===== src/rtl/regalu_pkg.sv =====
package regalu_pkg;

    typedef enum logic [1:0] {
        K_REG  = 2'b00,
        K_LDI  = 2'b01,
        K_ADDI = 2'b10,
        K_RSV  = 2'b11
    } kind_e;

    typedef enum logic [3:0] {
        F_MOV,
        F_OR,
        F_AND,
        F_XOR,
        F_ADD,
        F_SUB,
        F_SHR,
        F_RSUB,
        F_SHL,
        F_LDI,
        F_ADDI,
        F_NOP
    } fn_e;

    localparam logic [3:0] OP_MOV  = 4'h0;
    localparam logic [3:0] OP_OR   = 4'h1;
    localparam logic [3:0] OP_AND  = 4'h2;
    localparam logic [3:0] OP_XOR  = 4'h3;
    localparam logic [3:0] OP_ADD  = 4'h4;
    localparam logic [3:0] OP_SUB  = 4'h5;
    localparam logic [3:0] OP_SHR  = 4'h6;
    localparam logic [3:0] OP_RSUB = 4'h7;
    localparam logic [3:0] OP_SHL  = 4'hE;

endpackage


===== src/rtl/regalu_decode.sv =====
module regalu_decode
    import regalu_pkg::*;
(
    input  kind_e      kind,
    input  logic [3:0] opcode,
    output fn_e        fn,
    output logic       bad_op
);

    always_comb begin
        fn     = F_NOP;
        bad_op = 1'b0;
        unique case (kind)
            K_REG: begin
                unique case (opcode)
                    OP_MOV:  fn = F_MOV;
                    OP_OR:   fn = F_OR;
                    OP_AND:  fn = F_AND;
                    OP_XOR:  fn = F_XOR;
                    OP_ADD:  fn = F_ADD;
                    OP_SUB:  fn = F_SUB;
                    OP_SHR:  fn = F_SHR;
                    OP_RSUB: fn = F_RSUB;
                    OP_SHL:  fn = F_SHL;
                    default: bad_op = 1'b1;
                endcase
            end
            K_LDI:   fn = F_LDI;
            K_ADDI:  fn = F_ADDI;
            default: bad_op = 1'b1;
        endcase
    end

endmodule


===== src/rtl/regalu_exec.sv =====
module regalu_exec
    import regalu_pkg::*;
#(
    parameter int DW = 8
) (
    input  fn_e           fn,
    input  logic [DW-1:0] opa,
    input  logic [DW-1:0] opb,
    input  logic [DW-1:0] imm,
    output logic [DW-1:0] res,
    output logic          res_we,
    output logic [DW-1:0] flg,
    output logic          flg_we,
    output logic          flag_last
);

    localparam int WW = DW + 1;

    logic [WW-1:0] wide;
    logic          fbit;

    always_comb begin
        res       = '0;
        res_we    = 1'b1;
        fbit      = 1'b0;
        flg_we    = 1'b0;
        flag_last = 1'b0;
        wide      = '0;
        unique case (fn)
            F_MOV: res = opb;
            F_OR:  res = opa | opb;
            F_AND: res = opa & opb;
            F_XOR: res = opa ^ opb;
            F_ADD: begin
                wide   = {1'b0, opa} + {1'b0, opb};
                res    = wide[DW-1:0];
                fbit   = wide[DW];
                flg_we = 1'b1;
            end
            F_SUB: begin
                wide   = {1'b0, opa} - {1'b0, opb};
                res    = wide[DW-1:0];
                fbit   = ~wide[DW];
                flg_we = 1'b1;
            end
            F_RSUB: begin
                wide   = {1'b0, opb} - {1'b0, opa};
                res    = wide[DW-1:0];
                fbit   = ~wide[DW];
                flg_we = 1'b1;
            end
            F_SHR: begin
                res       = opa >> 1;
                fbit      = opa[0];
                flg_we    = 1'b1;
                flag_last = 1'b1;
            end
            F_SHL: begin
                res       = opa << 1;
                fbit      = opa[DW-1];
                flg_we    = 1'b1;
                flag_last = 1'b1;
            end
            F_LDI:  res = imm;
            F_ADDI: res = opa + imm;
            default: res_we = 1'b0;
        endcase
        flg = {{(DW-1){1'b0}}, fbit};
    end

endmodule


===== src/rtl/regalu_wb.sv =====
module regalu_wb #(
    parameter int DW   = 8,
    parameter int NREG = 16,
    parameter int AW   = $clog2(NREG)
) (
    input  logic [NREG-1:0][DW-1:0] regs_cur,
    input  logic [AW-1:0]           dst,
    input  logic                    res_we,
    input  logic [DW-1:0]           res,
    input  logic                    flg_we,
    input  logic [DW-1:0]           flg,
    input  logic                    flag_last,
    output logic [NREG-1:0][DW-1:0] regs_nxt
);

    localparam int FLAG = NREG - 1;

    for (genvar i = 0; i < NREG; i++) begin : g_reg
        logic hit;
        assign hit = res_we && (dst == AW'(i));
        if (i == FLAG) begin : g_flag
            always_comb begin
                regs_nxt[i] = regs_cur[i];
                if (flag_last) begin
                    if (hit)    regs_nxt[i] = res;
                    if (flg_we) regs_nxt[i] = flg;
                end else begin
                    if (flg_we) regs_nxt[i] = flg;
                    if (hit)    regs_nxt[i] = res;
                end
            end
        end else begin : g_gpr
            always_comb begin
                regs_nxt[i] = hit ? res : regs_cur[i];
            end
        end
    end

endmodule


===== src/rtl/regalu_core.sv =====
module regalu_core
    import regalu_pkg::*;
#(
    parameter int DW   = 8,
    parameter int NREG = 16
) (
    input  logic          clk,
    input  logic          rst_n,
    input  logic          start,
    input  logic [1:0]    kind,
    input  logic [3:0]    opcode,
    input  logic [3:0]    x_idx,
    input  logic [3:0]    y_idx,
    input  logic [DW-1:0] imm,
    input  logic [3:0]    rd_idx,
    output logic [DW-1:0] rd_data,
    output logic          done,
    output logic          illegal
);

    localparam int AW = $clog2(NREG);

    typedef struct packed {
        logic [NREG-1:0][DW-1:0] regs;
        logic                    done;
        logic                    illegal;
    } state_t;

    state_t st_d, st_q;

    fn_e           fn;
    logic          bad_op;
    logic [DW-1:0] ex_res, ex_flg;
    logic          ex_res_we, ex_flg_we, ex_flag_last;
    logic [NREG-1:0][DW-1:0] regs_view, regs_wb;
    logic [AW-1:0] xa, ya, ra;

    assign regs_view = st_q.regs;
    assign xa        = AW'(x_idx);
    assign ya        = AW'(y_idx);
    assign ra        = AW'(rd_idx);

    regalu_decode u_dec (
        .kind   (kind_e'(kind)),
        .opcode (opcode),
        .fn     (fn),
        .bad_op (bad_op)
    );

    regalu_exec #(.DW(DW)) u_exe (
        .fn        (fn),
        .opa       (regs_view[xa]),
        .opb       (regs_view[ya]),
        .imm       (imm),
        .res       (ex_res),
        .res_we    (ex_res_we),
        .flg       (ex_flg),
        .flg_we    (ex_flg_we),
        .flag_last (ex_flag_last)
    );

    regalu_wb #(.DW(DW), .NREG(NREG), .AW(AW)) u_wb (
        .regs_cur  (regs_view),
        .dst       (xa),
        .res_we    (ex_res_we),
        .res       (ex_res),
        .flg_we    (ex_flg_we),
        .flg       (ex_flg),
        .flag_last (ex_flag_last),
        .regs_nxt  (regs_wb)
    );

    always_comb begin
        st_d         = st_q;
        st_d.done    = start;
        st_d.illegal = start && bad_op;
        if (start && !bad_op) st_d.regs = regs_wb;
    end

    always_ff @(posedge clk or negedge rst_n) begin
        if (!rst_n) st_q <= '0;
        else        st_q <= st_d;
    end

    assign rd_data = regs_view[ra];
    assign done    = st_q.done;
    assign illegal = st_q.illegal;

endmodule


===== config.mk =====
export PLATFORM = sky130hd
export DESIGN_NAME = regalu_core
export DESIGN_NICKNAME = d
export VERILOG_FILES = /design/src/rtl/regalu_pkg.sv /design/src/rtl/regalu_decode.sv /design/src/rtl/regalu_exec.sv /design/src/rtl/regalu_wb.sv /design/src/rtl/regalu_core.sv
export SDC_FILE = /design/constraint.sdc
export NUM_CORES = 1
export LEC_CHECK = 0
export CELL_PAD_IN_SITES_DETAIL_PLACEMENT = 1
export CELL_PAD_IN_SITES_GLOBAL_PLACEMENT = 1
export CORE_UTILIZATION = 35
export CTS_CLUSTER_SIZE = 10
export DETAILED_ROUTE_END_ITERATION = 7
export PLACE_DENSITY_LB_ADDON = 0.1
export REMOVE_ABC_BUFFERS = 1
export SYNTH_ARGS = -nofsm -noshare
export SYNTH_HDL_FRONTEND = slang
export SYNTH_HIERARCHICAL = 1
export SYNTH_SLANG_ARGS = --single-unit

===== constraint.sdc =====
create_clock -name clk -period 3.85 [get_ports clk]
set_clock_uncertainty 0.05 [all_clocks]
set_input_delay 0.77 -clock clk [delete_from_list [all_inputs] [get_ports clk]]
set_output_delay 0.77 -clock clk [all_outputs]
set_load 0.02 [all_outputs]

Yosys cells after proc, flatten, opt, wreduce, memory -nomap -nowiden. Index checks and enable logic that the tools add are counted.

Bits in registers: 130. Logic and storage cells: 130.

Add/subtract/negate cells: 4. Magnitude comparators: 3. Equal/unequal tests: 35. Muxes and demuxes: 20. Bitwise gates (word level): 5. Reduce and logical (&&, ||, !) cells: 45.

Operators with widths (count): binary-select mux 8 bit (select 4 bit) (3); one-hot mux 8 bit (11 select lines) (1); two-way mux 8 bit (8); == test 4 x 3 -> 1 bit (second input constant) (12); == test 4 bit (second input constant) (12); one-hot mux 4 bit (9 select lines) (1); AND reduction 2 bit (16); == test 4 x 2 -> 1 bit (second input constant) (6); logical AND 1 bit (18); subtractor 8 x 8 -> 9 bit (2); less-than comparator 4 x 5 -> 1 bit (second input constant) (3); == test 4 x 1 -> 1 bit (second input constant) (3); logical NOT 4 bit (3); one-hot mux 4 bit (3 select lines) (1); OR reduction 11 bit (1); adder 8 x 8 -> 9 bit (1); OR reduction 9 bit (1); adder 8 bit (1); AND 8 bit (1); OR 8 bit (1); bitwise XOR 8 bit (1); one-hot mux 1 bit (5 select lines) (1); OR reduction 5 bit (1); two-way mux 1 bit (4); 8 further kinds (10).

Depth between registers and ports, before layout. Gate-level depths: netlist of run 1.

Word-level depth: 10. Mapped depth: 19.

By module. The synthesis of run 1 kept the hierarchy.

Modules (own cells, without submodules): regalu_core (instances 1, cells each 484, area an instance 7833.8 um^2, seq. area each 3253.1 um^2); regalu_exec (instances 1, cells each 332, area an instance 2289.7 um^2, seq. area each 0.0 um^2); regalu_wb (instances 1, cells each 201, area an instance 1833.0 um^2, seq. area each 0.0 um^2); regalu_decode (instances 1, cells each 18, area an instance 120.1 um^2, seq. area each 0.0 um^2).

Worst setup path after synthesis of run 1. No wires, ideal clock.

Kind: input-to-reg. Start: input port x_idx[0]. End: register st_q, in the netlist regs_view[118]. Arrival: 4401 ps. Data required time: 3675 ps. Slack: -725 ps. Cell stages on the path: 18. Buffers on the path: 3. Cell sequence: buf_6 buf_4 mux4_2 a22oi_1 nand2_1 inv_1 ha_1 inv_1 fa_1 nor2b_1 o21a_1 o31ai_2 a21o_1 o31ai_1 a2111o_1 clkbuf_1 mux2_2 mux2_2.

Word-level cells in the longest chain between the ends: 4. Elaborated cells between the ends (all ways): 13. Classes of those cells: add/sub (4); eq/ne (1); mux (3); bitwise (3); reduce/logical (2).

RTL lines: start: declaration (RTL line regalu_core.sv:12) `input logic [3:0] x_idx,`; binary-select mux 8 bit (select 4 bit) (*) (RTL line regalu_core.sv:52) `.opa (regs_view[xa]),`; two-way mux 8 bit (not written as such) (*) (RTL line regalu_core.sv:52); adder 8 bit (tied with other cells) (RTL line regalu_exec.sv:65) `F_ADDI: res = opa + imm;`; one-hot mux 8 bit (11 select lines) (*) (RTL line regalu_exec.sv:29) `unique case (fn)`; via ex_res[6] (RTL line regalu_core.sv:33) `logic [DW-1:0] ex_res, ex_flg;`; end signal: assignment (RTL line regalu_core.sv:82) `else st_q <= st_d;`; end: declaration (RTL line regalu_core.sv:29) `state_t st_d, st_q;`.

The timed path passes the listed nets; every way through them passes the cells marked *. The select of a mux whose other input is x is not followed. A chain may end at the register's enable or synchronous reset.

Worst setup path after layout of run 1. Ends and elaborated chain as after synthesis.

==> results of run 1 <==
[how the worst max path moves through the flow]
| stage | endpoint | cells past startpoint |
|---|---|---|
| after floorplan | regs_view[0]$_DFFE_PN0P_ | 5 |
| after global placement | regs_view[120]$_DFFE_PN0P_ | 20 |
| after detailed placement | regs_view[120]$_DFFE_PN0P_ | 20 |
| after CTS | regs_view[38]$_DFFE_PN0P_ | 17 |
| after global routing | regs_view[62]$_DFFE_PN0P_ | 18 |
| final | regs_view[118]$_DFFE_PN0P_ | 18 |
[cells in the mapped netlist, types with 4 or more instances]
library cell     number  share of area
a211oi_1             19          0.012
a21o_1                4         0.0025
a21oi_1              45          0.019
a22oi_1              51          0.032
a311oi_1              6         0.0044
and2_1                8         0.0041
buf_1                 5         0.0016
buf_2                31          0.013
buf_4                12         0.0075
buf_6                12          0.011
clkbuf_1             21         0.0065
clkdlybuf4s25_2       6         0.0050
dfrtp_1             130           0.27
fa_1                  4         0.0066
ha_1                 41          0.042
inv_1                37          0.011
mux2_2              248           0.23
mux2i_1               6         0.0050
mux4_1               37          0.081
mux4_2               58           0.11
nand2_1              55          0.017
nand2b_1             10         0.0052
nand3_1               4         0.0017
nand3b_1              6         0.0037
nor2_1               35          0.011
nor2_2                8         0.0041
nor2b_1              11         0.0057
nor3_1                7         0.0029
nor4_1                8         0.0041
o211ai_1              5         0.0031
o21ai_0              16         0.0066
o22ai_1               9         0.0047
or2_2                 5         0.0026
xnor2_1               7         0.0051
[kinds of logic after synthesis]
group / Yosys count
and+or+nand+nor: 173
xor gates and xnor gates: 9
buffers and inverters: 127
muxes: 352
AOI/OAI and AO/OA: 198
other: 1
DFF: 130
adders and majority gates: 45
[metal layers]
metal | vias to the layer above | wire (um)
met3 | 67 | 1395
li1 | 4650 | -
met4 | 0 | 1005
met1 | 5263 | 18570
met5 | - | 0
met2 | 226 | 21730
[where the power goes]
group | switching [mW] | internal [mW]
combinational | 2.81 | 3.69
clock | 0.689 | 0.891
sequential | 0.579 | 1.91
[per-stage QoR]
| step | cells | utilization |
|---|---|---|
| after floorplan | 953 | - |
| after global routing | 1812 | 0.4932 |
| after CTS | 1804 | 0.4843 |
| final | 1812 | 0.4932 |
| after global placement | 1753 | 0.4483 |
| after detailed placement | 1753 | 0.4483 |
[layout make-up]
class | count | area share
Sequential cell | 130 | 0.1957
Multi-Input combinational cell | 784 | 0.5243
Inverter | 39 | 0.009259
Tap cell | 448 | 0.03372
Clock inverter | 15 | 0.008281
Timing Repair Buffer | 379 | 0.2031
Clock buffer | 17 | 0.02559
[flip-flops by register name (all words and copies together) (netlist names)]
signal	count
illegal	1
regs_view	128
done	1
[repair_timing]
action,in CTS,in global routing
cloned,4,0
pin swaps,26,17
setup endpoints to repair,113,128
resized for setup,137,71
buffers inserted,15,8
[worst reg2reg max path, cell delays in order, from the launching register on]
cell and delay (ns):
dfrtp_1 0.41, mux4_4 0.61, a22oi_2 0.25, nand2_2 0.17
inv_2 0.11, ha_4 0.13, inv_2 0.04, fa_2 0.33
nor2b_4 0.13, o21a_1 0.19, o31ai_2 0.26, a21o_1 0.18
o31ai_2 0.06, a2111o_1 0.54, clkbuf_16 0.22, mux2_4 0.26
mux2_4 0.26
==> impl_metrics.csv, run 1 <==
group,metric,value,unit
sta,fin_crit,4.374,ns
synth,synth_top_family_by_area,"multiplexers",
synth,synth_compound_area_frac,0.1144,
worst_setup_path,crit_path_end_kind,"flop",
worst_setup_path,critPathRequiredTime,4.12,ns
detailed_routing,drtIter0Drc,548,
worst_setup_path,critPathMaxFanout,10,
power,ir_drop,0.3322,mV
synth,async_flop_share,1.000,
synth,synth_seq_cells,130,
worst_setup_path,critPathSlowestCell,"a2111o_1",
detailed_routing,vias_per_cell,5.632,
floorplan,die_height,187.8,um
synth,synth_warnings,6,
floorplan,die-area,35250,sq um
outcome,violations,"negative setup slack",
layout,n_antenna_cell,0,
clock_network,clockRootBuffer,"clkbuf_16",
sta,hold_ws,0.2655,ns
outcome,status,"finished, violations left",
place,place_area,15110,sq um
floorplan,initial_core_util,0.3584,
detailed_routing,wl_per_cell,23.57,um
place,post-place-ws,-1.316,ns
place,hpwl,31.24,mm
detailed_routing,drt-pass1-iter-count,5,
floorplan,core-area,33700,sq um
place,port_buffers,38,
global_route,busiest_layer,"met2",
global_route,grt_pass1_wl,66.30,mm
worst_setup_path,reg2reg_slack,-0.48,ns
global_route,grt_pass1_vias,11040,
synth,synthCells,1035,
layout,mostFrequentLayoutCells,"buf_4, mux2_2, dfrtp_1",
synth,synth.avg_cell_area,11.67,sq um
sta,finalCritPeriodShare,1.136,
sta,setup_violations,83,
synth,yosys.cell_types.count,77,
worst_setup_path,r2r-end,"regs_view[118]$_DFFE_PN0P_",
detailed_routing,drc,0,
layout,regArea,3253,sq um
sta,hold_viol_final,0,
detailed_routing,antenna_left,0,
clock_network,clockBufferDepth,2,
layout,fillers,3627,
sta,finalWorstSetupSlack,-0.5239,ns
clock_network,hold_buffers,0,
worst_setup_path,cp_top_family,"compound AO/OA/AOI/OAI gates",
synth,ys_seq_area_frac,0.2694,
global_route,use_met2,0.4293,
synth,synth_xor_xnor_area_share,0.006527,
worst_setup_path,crit_start,"x_idx[0]",
synth,synthSimpleGateAreaFrac,0.07252,
hold_path,holdCritPathClass,"primary input to async pin",
worst_setup_path,cp.arrival,4.65,ns
synth,synth_edf_count,0,
layout,syn_to_final_growth,37.63,%
place,place.gp.congestion,0.8713,
layout,drive_gt1_frac,0.6041,
worst_setup_path,worstSetupPathType,"primary input to flop",
job,maxCapViolations,0,
detailed_routing,num_vias,10210,
worst_setup_path,critPathMaxStageDelay,0.54,ns
sta,slew_headroom,0.5658,
clock_network,clk_pin_slew,0.06,ns
power,power.leakage,7.437,nW
power,power.density,636.1,nW/um^2
layout,layout.cells.most_common,"buf_4",
global_route,overflow,0,
worst_setup_path,worst_setup_path_start_kind,"primary input",
synth,synth_mux_area_frac,0.4300,
floorplan,rows,67,
floorplan,die_w,187.8,um
synth,yosys.area_share.adder,0.04911,
sta,fmax,0.2286,GHz
global_route,track_usage,0.2470,
sta,grt_setup_unrepaired,"true",
sta,tightestPinTransition,0.6498,ns
clock_network,cts.sinks,130,
synth,synth-main-ff-cell,"dfrtp_1",
clock_network,clock_latency,0.44,ns
clock_network,cts_tree,"yes",
power,p_total,10.57,mW
layout,multiInputGateArea,8715,sq um
global_route,grt_use_met3,0.03313,
clock_network,cts-buffers-inserted,17,
worst_setup_path,r2r-start,"regs_view[16]$_DFFE_PN0P_",
sta,setup_tns,-20.26,ns
detailed_routing,wirelength,42.70,mm
sta,maxSlewViolCount,0,
global_route,antenna_found_initial,0,
worst_setup_path,path_buf_inv,5,
layout,nNetsFinal,1425,
synth,netlist_area,12080,sq um
worst_setup_path,reg2reg_depth,16,
layout,final_area,16620,sq um
clock_network,htreeDepth,4,
global_route,grt_max_degree,75,
floorplan,io_pins,39,
worst_setup_path,path_cells,"buf_12 > buf_12 > mux4_2 > a22oi_2 > nand2_2 > inv_2 > ha_4 > inv_2 > fa_2 > nor2b_4 > o21a_1 > o31ai_2 > a21o_1 > o31ai_2 > a2111o_1 > clkbuf_16 > mux2_4 > mux2_4",
global_route,grt_util_met1,0.3166,
Power figures use the tool's default switching activity.
==> inputs of run 2 (changes only) <==
--- a/config.mk
+++ b/config.mk
@@ -7,2 +7,3 @@
 export LEC_CHECK = 0
+export CAP_MARGIN = 0
 export CELL_PAD_IN_SITES_DETAIL_PLACEMENT = 1
==> constraint.sdc (replaced) <==
create_clock -name clk -period 3.85 [get_ports clk]
set_clock_uncertainty 0.05 [all_clocks]
set_input_delay 0.5775 -clock clk [delete_from_list [all_inputs] [get_ports clk]]
set_output_delay 0.5775 -clock clk [all_outputs]
set_load 0.02 [all_outputs]
==> run 2 against run 1 <==
Sequential share of layout area decreased by 0.76 points. Highest routed layer unchanged. Final cell count is 0.88% higher. Count of clock-buffer cells in the layout is 4 higher. The flow still finishes with violations (negative setup slack). Maximum frequency grew 4.2%. Utilization increased by 2.0 points. Non-clock buffer count rose by 16. Die area is the same. Critical endpoint is now regs_view[110]$_DFFE_PN0P_. First-iteration DRC count shrank 6.8%. Cell area up 4.0%. Largest power group unchanged. Via count grew 1.8%. Hold slack got worse by 0.12 ns.
==> impl_metrics.csv, run 2 (same netlist as run 1, synthesis figures left out) <==
group,metric,value,unit
layout,drive_gt1_frac,0.6239,
worst_setup_path,critPathRequiredTime,4.12,ns
detailed_routing,drc,0,
detailed_routing,vias_per_cell,5.686,
layout,n_antenna_cell,0,
global_route,grt_pass1_vias,11220,
worst_setup_path,r2r-end,"regs_view[110]$_DFFE_PN0P_",
clock_network,cts_tree,"yes",
power,power.leakage,7.689,nW
sta,maxSlewViolCount,0,
power,p_clk_frac,0.149,
sta,finalWorstSetupSlack,-0.3472,ns
worst_setup_path,reg2reg_slack,-0.35,ns
clock_network,htreeDepth,4,
sta,setup_violations,79,
place,placed_cells,1737,
worst_setup_path,worst_setup_path_start_kind,"flop",
layout,layout.cells.most_common,"buf_4",
worst_setup_path,reg2reg_depth,16,
detailed_routing,num_vias,10390,
sta,fmax,0.2383,GHz
layout,syn_to_final_growth,43.19,%
detailed_routing,maxUsedRoutingLayer,"met4",
worst_setup_path,cp.arrival,4.47,ns
sta,hold_ws,0.1411,ns
place,hpwl,31.33,mm
clock_network,clock_latency,0.44,ns
clock_network,clk_pin_slew,0.06,ns
place,place_area,14960,sq um
worst_setup_path,worstSetupPathType,"flop to flop",
global_route,overflow,0,
worst_setup_path,critPathMaxFanout,15,
outcome,violations,"negative setup slack",
detailed_routing,wirelength,45.04,mm
clock_network,cts.sinks,130,
sta,setup_tns,-11.60,ns
floorplan,die_w,187.8,um
floorplan,initial_core_util,0.3584,
outcome,status,"finished, violations left",
detailed_routing,wl_met1,19.27,mm
floorplan,rows,67,
job,maxCapViolations,0,
worst_setup_path,r2r-start,"regs_view[24]$_DFFE_PN0P_",
power,power.density,657.3,nW/um^2
power,power_frac_comb,0.632,
detailed_routing,wl_per_cell,24.64,um
clock_network,cts-buffers-inserted,17,
floorplan,io_pins,39,
sta,finalCritPeriodShare,1.090,
sta,grt_setup_unrepaired,"true",
layout,nNetsFinal,1441,
layout,mostFrequentLayoutCells,"buf_4, mux2_2, dfrtp_1",
global_route,track_usage,0.2523,
detailed_routing,drt-pass1-iter-count,4,
clock_network,clockBufferDepth,2,
hold_path,holdCritPathClass,"primary input to async pin",
layout,stdcell_count,1828,
power,power_frac_seq,0.219,
sta,slew_headroom,0.4236,
detailed_routing,met2_length,23.74,mm
floorplan,die-area,35250,sq um
global_route,antenna_found_initial,0,
place,port_buffers,38,
clock_network,clockRootBuffer,"clkbuf_16",
detailed_routing,antenna_left,0,
global_route,grt_max_degree,82,
global_route,grt_pass1_wl,68.01,mm
sta,hold_viol_final,0,
layout,fillers,3516,
detailed_routing,wl_met3,1.178,mm
layout,final_area,17290,sq um
place,place.gp.congestion,0.8536,
floorplan,die_height,187.8,um
worst_setup_path,crit_end,"regs_view[110]$_DFFE_PN0P_",
layout,largest_reg_flops,128,
power,ir_drop,0.3660,mV
worst_setup_path,crit_path_end_kind,"flop",
worst_setup_path,crit_start,"regs_view[24]$_DFFE_PN0P_",
sta,tightestPinTransition,0.8626,ns
power,p_total,11.37,mW
sta,fin_crit,4.197,ns
power,sw_frac_of_total,0.3859,
floorplan,core-area,33700,sq um
detailed_routing,drtIter0Drc,511,
power,switchingPower,4.386,mW
power,p_int,6.980,mW
==> run 2: power by group through the flow <==
stage / registers, mW / logic (mW) / clock network, mW
finish: 2.49 / 7.19 / 1.69
global route: 2.58 / 7.67 / 1.76
CTS: 2.46 / 6.62 / 1.71
detailed placement: 2.47 / 5.75 / 0
global placement: 2.42 / 5.63 / 0
floorplan: 2.32 / 3.30 / 0
==> run 2: area by class of cell <==
cell class	count	area, sq um	area share
clock inverter	11	128.9	0.007452
inverter	39	151.4	0.008755
timing repair buffer	395	3620	0.2093
sequential	130	3253	0.1881
multi-input combinational	784	9109	0.5267
tap	448	560.5	0.03241
clock buffer	21	470.5	0.02721
==> run 2: routing by layer <==
layer,GRT usage,vias to the layer above
met3,0.02433,53
met5,0,-
met2,0.4591,224
li1,-,4683
met4,0.06973,0
met1,0.3161,5434
==> run 2: per-stage QoR <==
step	util	setup WS [ns]
after floorplan	-	-3.714
after global placement	0.4440	-0.9430
after detailed placement	0.4440	-0.9852
after CTS	0.4898	-0.3233
after global routing	0.5131	-0.4409
final	0.5131	-0.3472
==> run 2: what timing repair did <==
action,CTS,global route
gates resized for setup,188,120
setup endpoints to repair,111,114
hold endpoints to repair,0,0
pin swaps,40,47
hold buffers,0,0
setup buffers,29,25
cloned,4,3
==> run 2: how the worst min path moves through the flow <==
stage                                end  cells after the start
2_1_floorplan             done$_DFF_PN0_                      0
3_3_place_gp   regs_view[76]$_DFFE_PN0P_                      1
6_report       regs_view[45]$_DFFE_PN0P_                      1
5_1_grt        regs_view[53]$_DFFE_PN0P_                      1
4_1_cts        regs_view[53]$_DFFE_PN0P_                      1
3_5_place_dp   regs_view[59]$_DFFE_PN0P_                      1
==> run 2: critical path: stages (launching register included) <==
cell	delay (ns)
dfrtp_1	0.41
mux4_4	0.62
a22oi_2	0.25
nand2_2	0.14
inv_2	0.11
ha_4	0.15
inv_2	0.04
fa_2	0.33
nor2b_1	0.14
o21a_1	0.21
o31ai_2	0.24
a21o_1	0.15
o31ai_1	0.06
a2111o_1	0.45
buf_12	0.19
mux2_2	0.27
mux2_4	0.27
==> inputs of run 3 (changes only) <==
ABC_AREA = 1   (was unset)
CORE_ASPECT_RATIO = 0.75   (was unset)
==> run 3 against run 2 <==
The flow now finishes without violations. Count of clock-buffer cells in the layout shrank 1. Die area grew 6.3%. Synthesized cell count grew 110%. Via count grew 45%. Critical endpoint is now regs_view[127]$_DFFE_PN0P_. Largest cell class unchanged. Largest power group unchanged.
==> impl_metrics.csv, run 3 <==
group,metric,value,unit
detailed_routing,num_vias,15110,
worst_setup_path,cp.arrival,3.90,ns
worst_setup_path,reg2reg_depth,20,
place,place.gp.congestion,0.9597,
sta,setup_tns,0,ns
job,maxCapViolations,0,
floorplan,die_height,167.9,um
synth,netlist_area,12840,sq um
synth,synth_edf_count,0,
worst_setup_path,worst_setup_path_start_kind,"primary input",
worst_setup_path,critPathMaxFanout,16,
floorplan,initial_core_util,0.3564,
layout,syn_to_final_growth,19.20,%
synth,synth-main-ff-cell,"dfrtp_1",
worst_setup_path,crit_path_end_kind,"flop",
synth,async_flop_share,1.000,
layout,nNetsFinal,2362,
layout,layout.cells.most_common,"nand2_1",
floorplan,die_w,223.2,um
synth,netlist.area_leader.share,0.2533,
layout,n_antenna_cell,0,
worst_setup_path,critPathRequiredTime,4.13,ns
sta,fin_crit,3.619,ns
power,power.density,537.6,nW/um^2
synth,synth_common_cells,"nand2_1, nand3_1, inv_1, nor2_1, a21oi_1",
clock_network,htreeDepth,4,
sta,finalCritPeriodShare,0.9399,
floorplan,die-area,37470,sq um
floorplan,io_pins,39,
clock_network,hold_buffers,0,
detailed_routing,drc,0,
clock_network,clock_latency,0.45,ns
detailed_routing,wirelength,57.04,mm
synth,synth_seq_cells,130,
hold_path,holdCritPathClass,"primary input to async pin",
sta,fmax,0.2764,GHz
power,p_total,8.231,mW
global_route,antenna_found_initial,0,
synth,yosys.area.top_type,"dfrtp_1",
detailed_routing,drt-pass1-iter-count,5,
sta,tightestPinTransition,0.9391,ns
clock_network,clk_pin_slew,0.06,ns
detailed_routing,drtIter0Drc,1333,
clock_network,clockRootBuffer,"clkbuf_16",
worst_setup_path,worstSetupPathType,"primary input to flop",
place,hpwl,43.12,mm
global_route,track_usage,0.3093,
synth,synth_warnings,6,
power,ir_drop,0.2434,mV
sta,setup_violations,0,
global_route,overflow,0,
power,power.leakage,7.950,nW
global_route,grt_max_degree,103,
synth,synthTopCellsByArea,"dfrtp_1, nand2_1, nand3_1",
floorplan,core-area,36030,sq um
detailed_routing,vias_per_cell,5.464,
outcome,status,"complete, no violations",
detailed_routing,antenna_left,0,
clock_network,cts_tree,"yes",
synth,ys_seq_area_frac,0.2533,
synth,yosys.cell_types.count,39,
layout,largest_reg_flops,128,
sta,grt_setup_unrepaired,"false",
clock_network,cts.sinks,130,
synth,yosysMostFrequentCell,"nand2_1",
detailed_routing,wl_per_cell,20.62,um
floorplan,rows,60,
sta,maxSlewViolCount,0,
synth,synth.avg_cell_area,5.924,sq um
global_route,grt_pass1_wl,89.56,mm
sta,slew_headroom,0.3732,
place,port_buffers,38,
sta,hold_viol_final,0,
layout,mostFrequentLayoutCells,"nand2_1, nand3_1, inv_1",
global_route,grt_pass1_vias,15160,
synth,synthCells,2168,
clock_network,cts-buffers-inserted,17,
clock_network,clockBufferDepth,2,
layout,drive_gt1_frac,0.1186,
## run 3: worst paths after layout
check / from / to / slack [ns]
min in group clk: regs_view[64]$_DFFE_PN0P_ / regs_view[64]$_DFFE_PN0P_ / 0.53
hold reg to reg: regs_view[64]$_DFFE_PN0P_ / regs_view[64]$_DFFE_PN0P_ / 0.53
setup / recovery: y_idx[2] / regs_view[127]$_DFFE_PN0P_ / 0.23
max in group asynchronous: rst_n / regs_view[77]$_DFFE_PN0P_ / 2.81
setup reg to reg: regs_view[59]$_DFFE_PN0P_ / regs_view[77]$_DFFE_PN0P_ / 0.45
hold / removal: rst_n / regs_view[57]$_DFFE_PN0P_ / 0.1
## run 3: cell families after synthesis
kind of cell    synth area share
compound gates            0.1290
xor+xnor                0.003409
fa+ha+maj                0.04618
buf+inv                   0.1396
flops                     0.2533
other cells            0.0002920
simple gates              0.4283
## run 3: cell type report
cell class                      count  area, sq um
Fill cell                        4905        20720
Multi-Input combinational cell   1680         7849
Sequential cell                   130         3253
Timing Repair Buffer              233         2148
Inverter                          226        848.3
Tap cell                          465        581.8
Clock buffer                       20        446.7
Clock inverter                     12        182.7
## run 3: per-stage QoR
step | std cells | setup slack (ns) | area (sq um) | utilization | hold slack [ns]
finish | 2766 | 0.2315 | 15310 | 0.4249 | 0.09868
global route | 2766 | 0.01312 | 15310 | 0.4249 | 0.1463
global placement | 2734 | -0.2785 | 14650 | 0.4066 | 0.5070
detailed placement | 2734 | -0.2987 | 14650 | 0.4066 | 0.5214
floorplan | 2036 | -1.876 | 11920 | - | 0.2319
CTS | 2766 | 0.1619 | 15280 | 0.4241 | 0.1370
## run 3: report_power, final
part,switching [mW],internal (mW)
clock,0.703,1.10
combinational,2.78,1.57
sequential,0.241,1.83
total,3.72,4.51
## run 3: critical path: stages
cell,delay [ns]
clkdlybuf4s50_1,0.55
inv_1,0.10
buf_12,0.16
nand3_1,0.09
nand3_1,0.10
nand2_1,0.14
inv_1,0.08
ha_2,0.43
inv_1,0.12
nand2_1,0.11
nand2_1,0.08
a21oi_1,0.20
nand3_1,0.10
nand3_1,0.09
nand2_1,0.07
nor2_2,0.16
buf_4,0.15
nand2_1,0.04
inv_1,0.06
buf_4,0.13
nand2_1,0.05
nor2_1,0.11
nor2_1,0.06
nor2_1,0.09
a21oi_1,0.05
## run 3: layer usage
| metal | up-vias | global-route usage | wire length (um) |
|---|---|---|---|
| li1 | 7185 | - | - |
| met1 | 7400 | 0.4613 | 28370 |
| met2 | 471 | 0.4742 | 24510 |
| met3 | 58 | 0.03490 | 3411 |
| met4 | 0 | 0.06897 | 745 |
| met5 | - | 0 | 0 |
## run 3: repair_timing
item	in CTS	in global routing
endpoints found under the setup margin	0	32
buffers inserted	0	0
resized for setup	0	12
